<file path="src/rtl/tlb_pkg.sv">
package tlb_pkg;
    localparam int unsigned ENTRIES = 16;
    localparam int unsigned IDX_W   = $clog2(ENTRIES);
    localparam int unsigned VA_W    = 32;
    localparam int unsigned OFF_W   = 12;
    localparam int unsigned VPN_W   = VA_W - OFF_W;
    localparam int unsigned PPN_W   = 20;
    localparam int unsigned PA_W    = PPN_W + OFF_W;

    typedef struct packed {
        logic             vld;
        logic             rbit;
        logic             dirty;
        logic             wr_ok;
        logic [VPN_W-1:0] vpn;
        logic [PPN_W-1:0] ppn;
    } tlb_entry_t;
endpackage

</file>
<file path="src/rtl/tlb_lfsr.sv">
module tlb_lfsr
    import tlb_pkg::*;
(
    input  logic             clk,
    input  logic             rst_n,
    output logic [IDX_W-1:0] state_o
);
    typedef struct packed {
        logic [IDX_W-1:0] sr;
    } lfsr_t;

    lfsr_t s_d, s_q;

    // taps 3,2 with the all-zero extension so every index is reachable
    always_comb begin
        s_d    = s_q;
        s_d.sr = {s_q.sr[IDX_W-2:0],
                  s_q.sr[IDX_W-1] ^ s_q.sr[IDX_W-2] ^ ~(|s_q.sr[IDX_W-2:0])};
    end

    always_ff @(posedge clk or negedge rst_n) begin
        if (!rst_n) s_q <= '0;
        else        s_q <= s_d;
    end

    assign state_o = s_q.sr;
endmodule

</file>
<file path="src/rtl/tlb_cam.sv">
module tlb_cam
    import tlb_pkg::*;
(
    input  logic [ENTRIES-1:0]            vld_i,
    input  logic [ENTRIES-1:0][VPN_W-1:0] vpn_i,
    input  logic [VPN_W-1:0]              key_i,
    output logic                          hit_o,
    output logic [IDX_W-1:0]              idx_o
);
    logic [ENTRIES-1:0] eq;

    for (genvar g = 0; g < ENTRIES; g++) begin : g_cmp
        assign eq[g] = vld_i[g] && (vpn_i[g] == key_i);
    end

    always_comb begin
        idx_o = '0;
        for (int i = ENTRIES - 1; i >= 0; i--) begin
            if (eq[i]) idx_o = IDX_W'(i);
        end
    end

    assign hit_o = |eq;
endmodule

</file>
<file path="src/rtl/tlb_victim.sv">
module tlb_victim
    import tlb_pkg::*;
(
    input  logic [ENTRIES-1:0] vld_i,
    input  logic               same_hit_i,
    input  logic [IDX_W-1:0]   same_idx_i,
    input  logic [IDX_W-1:0]   rnd_i,
    output logic [IDX_W-1:0]   tgt_o
);
    logic [IDX_W-1:0] free_idx;
    logic             any_free;

    always_comb begin
        free_idx = '0;
        any_free = 1'b0;
        for (int i = ENTRIES - 1; i >= 0; i--) begin
            if (!vld_i[i]) begin
                free_idx = IDX_W'(i);
                any_free = 1'b1;
            end
        end
    end

    always_comb begin
        if (same_hit_i)    tgt_o = same_idx_i;
        else if (any_free) tgt_o = free_idx;
        else               tgt_o = rnd_i;
    end
endmodule

</file>
<file path="src/rtl/tlb_fa.sv">
module tlb_fa
    import tlb_pkg::*;
(
    input  logic             clk,
    input  logic             rst_n,
    input  logic             lk_valid,
    input  logic             lk_write,
    input  logic [VA_W-1:0]  lk_vaddr,
    output logic             lk_hit,
    output logic             lk_miss,
    output logic             lk_fault,
    output logic [PA_W-1:0]  lk_paddr,
    input  logic             fill_valid,
    input  logic [VPN_W-1:0] fill_vpn,
    input  logic [PPN_W-1:0] fill_ppn,
    input  logic             fill_wr_ok,
    input  logic             flush,
    output logic             ev_valid,
    output logic             ev_ref,
    output logic             ev_dirty,
    output logic [VPN_W-1:0] ev_vpn
);
    typedef struct packed {
        tlb_entry_t [ENTRIES-1:0] ent;
    } tlb_state_t;

    tlb_state_t st_d, st_q;

    logic [ENTRIES-1:0]            vld_vec;
    logic [ENTRIES-1:0][VPN_W-1:0] vpn_vec;
    logic                          lk_any, same_any;
    logic [IDX_W-1:0]              lk_idx, same_idx, rnd_idx, tgt_idx;
    tlb_entry_t                    hit_ent, vic_ent, new_ent;
    logic                          fill_go;

    for (genvar g = 0; g < ENTRIES; g++) begin : g_flat
        assign vld_vec[g] = st_q.ent[g].vld;
        assign vpn_vec[g] = st_q.ent[g].vpn;
    end

    tlb_cam u_cam_lk (
        .vld_i (vld_vec),
        .vpn_i (vpn_vec),
        .key_i (lk_vaddr[VA_W-1:OFF_W]),
        .hit_o (lk_any),
        .idx_o (lk_idx)
    );

    tlb_cam u_cam_fill (
        .vld_i (vld_vec),
        .vpn_i (vpn_vec),
        .key_i (fill_vpn),
        .hit_o (same_any),
        .idx_o (same_idx)
    );

    tlb_lfsr u_lfsr (
        .clk     (clk),
        .rst_n   (rst_n),
        .state_o (rnd_idx)
    );

    tlb_victim u_victim (
        .vld_i      (vld_vec),
        .same_hit_i (same_any),
        .same_idx_i (same_idx),
        .rnd_i      (rnd_idx),
        .tgt_o      (tgt_idx)
    );

    // lookup side, same cycle
    assign hit_ent  = st_q.ent[lk_idx];
    assign lk_hit   = lk_valid && lk_any;
    assign lk_miss  = lk_valid && !lk_any;
    assign lk_fault = lk_hit && lk_write && !hit_ent.wr_ok;
    assign lk_paddr = lk_hit ? {hit_ent.ppn, lk_vaddr[OFF_W-1:0]} : '0;

    // refill side, eviction report
    assign fill_go  = fill_valid && !flush;
    assign vic_ent  = st_q.ent[tgt_idx];
    assign ev_valid = fill_go && vic_ent.vld;
    assign ev_ref   = ev_valid && vic_ent.rbit;
    assign ev_dirty = ev_valid && vic_ent.dirty;
    assign ev_vpn   = ev_valid ? vic_ent.vpn : '0;

    always_comb begin
        new_ent       = '0;
        new_ent.vld   = 1'b1;
        new_ent.wr_ok = fill_wr_ok;
        new_ent.vpn   = fill_vpn;
        new_ent.ppn   = fill_ppn;
    end

    always_comb begin
        st_d = st_q;
        if (flush) begin
            for (int i = 0; i < ENTRIES; i++) st_d.ent[i].vld = 1'b0;
        end else begin
            if (lk_hit) begin
                st_d.ent[lk_idx].rbit = 1'b1;
                if (lk_write && hit_ent.wr_ok) st_d.ent[lk_idx].dirty = 1'b1;
            end
            if (fill_valid) st_d.ent[tgt_idx] = new_ent;
        end
    end

    always_ff @(posedge clk or negedge rst_n) begin
        if (!rst_n) st_q <= '0;
        else        st_q <= st_d;
    end
endmodule

</file>
<file path="config.mk">
export PLATFORM = sky130hd
export DESIGN_NAME = tlb_fa
export DESIGN_NICKNAME = d
export VERILOG_FILES = /design/src/rtl/tlb_pkg.sv /design/src/rtl/tlb_lfsr.sv /design/src/rtl/tlb_cam.sv /design/src/rtl/tlb_victim.sv /design/src/rtl/tlb_fa.sv
export SDC_FILE = /design/constraint.sdc
export NUM_CORES = 2
export LEC_CHECK = 0
export BUFFER_PORTS_ARGS = -buffer_cell sky130_fd_sc_hd__clkbuf_2
export CORE_ASPECT_RATIO = 1.25
export CORE_MARGIN = 2
export CORE_UTILIZATION = 68
export DETAILED_ROUTE_END_ITERATION = 10
export PLACE_DENSITY_LB_ADDON = 0.12
export SKIP_LAST_GASP = 1
export SLEW_MARGIN = 25
export SYNTH_ARGS = -nofsm -noshare
export SYNTH_HDL_FRONTEND = slang
export SYNTH_HIERARCHICAL = 1
export SYNTH_SLANG_ARGS = --single-unit
</file>
<file path="constraint.sdc">
create_clock -name clk -period 8.31 [get_ports clk]
set_clock_uncertainty 0.15 [all_clocks]
set_input_delay 0 -clock clk [delete_from_list [all_inputs] [get_ports clk]]
set_output_delay 0 -clock clk [all_outputs]
set_load 0.01 [all_outputs]
</file>
==> impl_metrics.yaml <==
setup_path:
  cp_max_fo: 46
  endpoint_kind: "primary output"
  cp_slowest_cell: "nor4_1"
  worstPathCellList: "dlygate4sd3_1 > clkbuf_2 > buf_4 > xnor2_1 > nand4_1 > nor4_1 > nand4_1 > nand3_1 > nor2_1 > nand2_1 > a22oi_1 > a21bo_4 > buf_4 > buf_4 > mux4_2 > a22oi_1 > a31oi_1 > clkbuf_2"
  crit_type: "in2out"
  critPathArrivalTime_ps: 6510
  cp-start-kind: "primary input"
  critPathBufInv: 6
  critPathMostFrequentCell: "buf_4"
  path_delay_family: "buffers and inverters"
  max_stage_delay_ps: 650
  cp.required_ps: 8160
route:
  via_per_inst: 7.11
  route.detailed.drc: 7
  finalWirelength_microns: 133000
  drtAntennaViolNets: 0
  via_count: 28400
  firstDrtPassIters: 10
  wl_per_cell_microns: 33.2
  drtIter0Drc: 3428
logic_synthesis:
  synth_seq_area_share: 0.441
  synth.largest_area_cell: "dfrtp_1"
  synthesis.nets: 3209
  synth-seq-cells: 708
  synthArstFlopShare: 1.00
  avgSynthCellArea_sq_um: 12.8
  synth_cell_type_count: 60
  synthTopCellsByArea: "dfrtp_1, mux2_2, xnor2_1, mux4_2, xor2_1"
  syn-cell-area_sq_um: 40200
  synthFlopType: "dfrtp_1"
  synth.top_cell.area_share: 0.441
  synth_edf_count: 0
  postSynthCellCount: 3130
  ys_warn_count: 6
floorplan:
  initial_utilization: 0.688
  rows: 99
  design.core.area_sq_um: 58500
  io_pins: 137
  die_w_microns: 222
  die_h_microns: 276
  dieArea_sq_um: 61100
place:
  dp.final_hpwl_microns: 84400
  portBuffers: 136
  gp_routability_congestion: 1.03
sta:
  finalSetupViolCount: 0
  drv_slew: 0
  worst-slew-pin-transition_ps: 1160
  fin_tns_setup_ps: 0
  final-hold-violation-count: 0
  rsz0062_at_grt: "no"
  min_period_ps: 6660
  relSlewSlack: 0.217
  finalCritPeriodShare: 0.802
  max_freq_mhz: 150
status:
  failed_checks: "DRC"
  status: "complete, but fails checks"
global_routing:
  grt_max_degree: 204
  grt_use_total: 0.436
  antenna_found_initial: 1
  grt_pass1_wl_microns: 194000
  first_global_vias: 29300
  overflow: 0
final_layout:
  fin_nets: 3259
  syn_to_final_growth_pct: 9.77
  multi_input_area_sq_um: 21100
  drive_gt1_frac: 0.368
  insertedDiodeCount: 0
  regArea_sq_um: 17700
  fillers: 3708
cts:
  htree_levels: 3
  cts_tree: "yes"
  cts_buffer_depth: 3
  cts_buffers: 74
  clk_pin_slew_ps: 60
  numClockSinks: 708
  root_buffer: "clkbuf_16"
  cts_resized: 0
  worstSkewPairLatency_ps: 640
pwr:
  p_leak_nw: 19.5
  powerDensity_nw_per_um2: 197
  ir_drop_mv: 0.219
  p_total_w: 0.00871
job:
  maxCapViolations: 0
worst_hold_path:
  hold_class: "in2reg"
[power breakdown]
part,switching [W],internal (W)
logic,0.000681,0.000596
clock network,0.00148,0.00203
registers,0.000258,0.00367
total,0.00241,0.00629
[worst register-to-register path: stages, from the launching register on]
cell and delay [ps]:
dfrtp_1 460, xnor2_1 310, nand4_1 130, nor4_1 640, nand4_1 370, nand3_1 260
nor2_1 60, nand2_1 240, a22o_1 600, nor3b_1 740, nand2_2 790, buf_4 530
mux2_2 340
[final timing paths]
kind	from	to	slack [ps]	cells past startpoint
max in group asynchronous	rst_n	st_q[610]	6130	5
worst max register to register	st_q[201]	st_q[271]	2580	12
worst max-delay path	fill_vpn[7]	ev_vpn[11]	1650	18
worst min register to register	u_lfsr/state_o[0]	u_lfsr/state_o[1]	260	0
worst min-delay path	fill_vpn[9]	st_q[513]	40	2
min in group asynchronous	rst_n	st_q[201]	450	4
[Yosys cell counts, types with 12 or more instances]
library cell	count
xor2_1	165
nand4_1	118
buf_4	15
buf_6	22
xnor2_1	474
nand2b_1	12
o21ai_0	31
nor4_1	62
clkbuf_1	77
dfrtp_1	708
mux2_2	650
o22ai_1	23
inv_1	23
buf_2	143
a31oi_1	24
nand3_1	78
mux4_2	173
nand2_1	101
and3_1	23
mux2i_1	46
nor2_1	15
a22oi_1	25
[stage by stage]
stage	hold slack (ps)	instance area, sq um	worst slack, ps	instances	util
4_1_cts	6.15	44100	1670	3995	0.754
2_1_floorplan	-446	40200	4550	3130	-
3_5_place_dp	-157	41100	2140	3824	0.703
3_3_place_gp	-165	41100	2170	3824	0.703
6_report	43.6	44100	1650	3996	0.755
5_1_grt	34.7	44100	1490	3996	0.755
[state kept, by name, indices dropped and copies added (netlist names)]
register and count:
st_q 704, u_lfsr/state_o 4
[area by class of cell]
type                            count  area share
Multi-Input combinational cell   2132       0.479
Clock buffer                      104      0.0491
Inverter                           24     0.00204
Sequential cell                   708       0.401
Clock inverter                     31     0.00930
Timing Repair Buffer              240      0.0377
Tap cell                          757      0.0215
[cells in the final DEF, fill, tap and decap left out, types with 9 or more instances in the layout]
cell type      count
dfrtp_1          708
mux2_2           650
xnor2_1          474
mux4_2           173
xor2_1           165
clkbuf_2         135
nand4_1          118
nand2_1           99
nand3_1           75
clkbuf_16         75
nor4_1            62
buf_4             61
mux2i_1           46
dlygate4sd3_1     35
o21ai_0           31
a22oi_1           25
a31oi_1           24
inv_1             23
o22ai_1           23
and3_1            23
clkbuf_8          18
nor2_1            14
clkinv_2          14
nand2b_1          12
clkbuf_1          11
nor3_1            10
a21oi_1            9
[cell families after synthesis]
family,after synthesis,share of synthesized area
AO/OA/AOI/OAI,151,0.0252
buffers and inverters,290,0.0371
AND/OR/NAND/NOR,463,0.0645
flip-flops,708,0.441
XOR/XNOR,639,0.139
multiplexers,879,0.293
[what timing repair did]
item,4_1_cts,5_1_grt
hold buffers,36,0
buffers inserted,0,0
hold endpoints to repair,869,0
[routing by layer]
metal	wire length [microns]	GRT usage
met5	15	0
met4	11300	0.321
met3	11500	0.0820
met2	61600	0.695
met1	48200	0.541
Note: power is estimated with default switching activity, not from simulation.
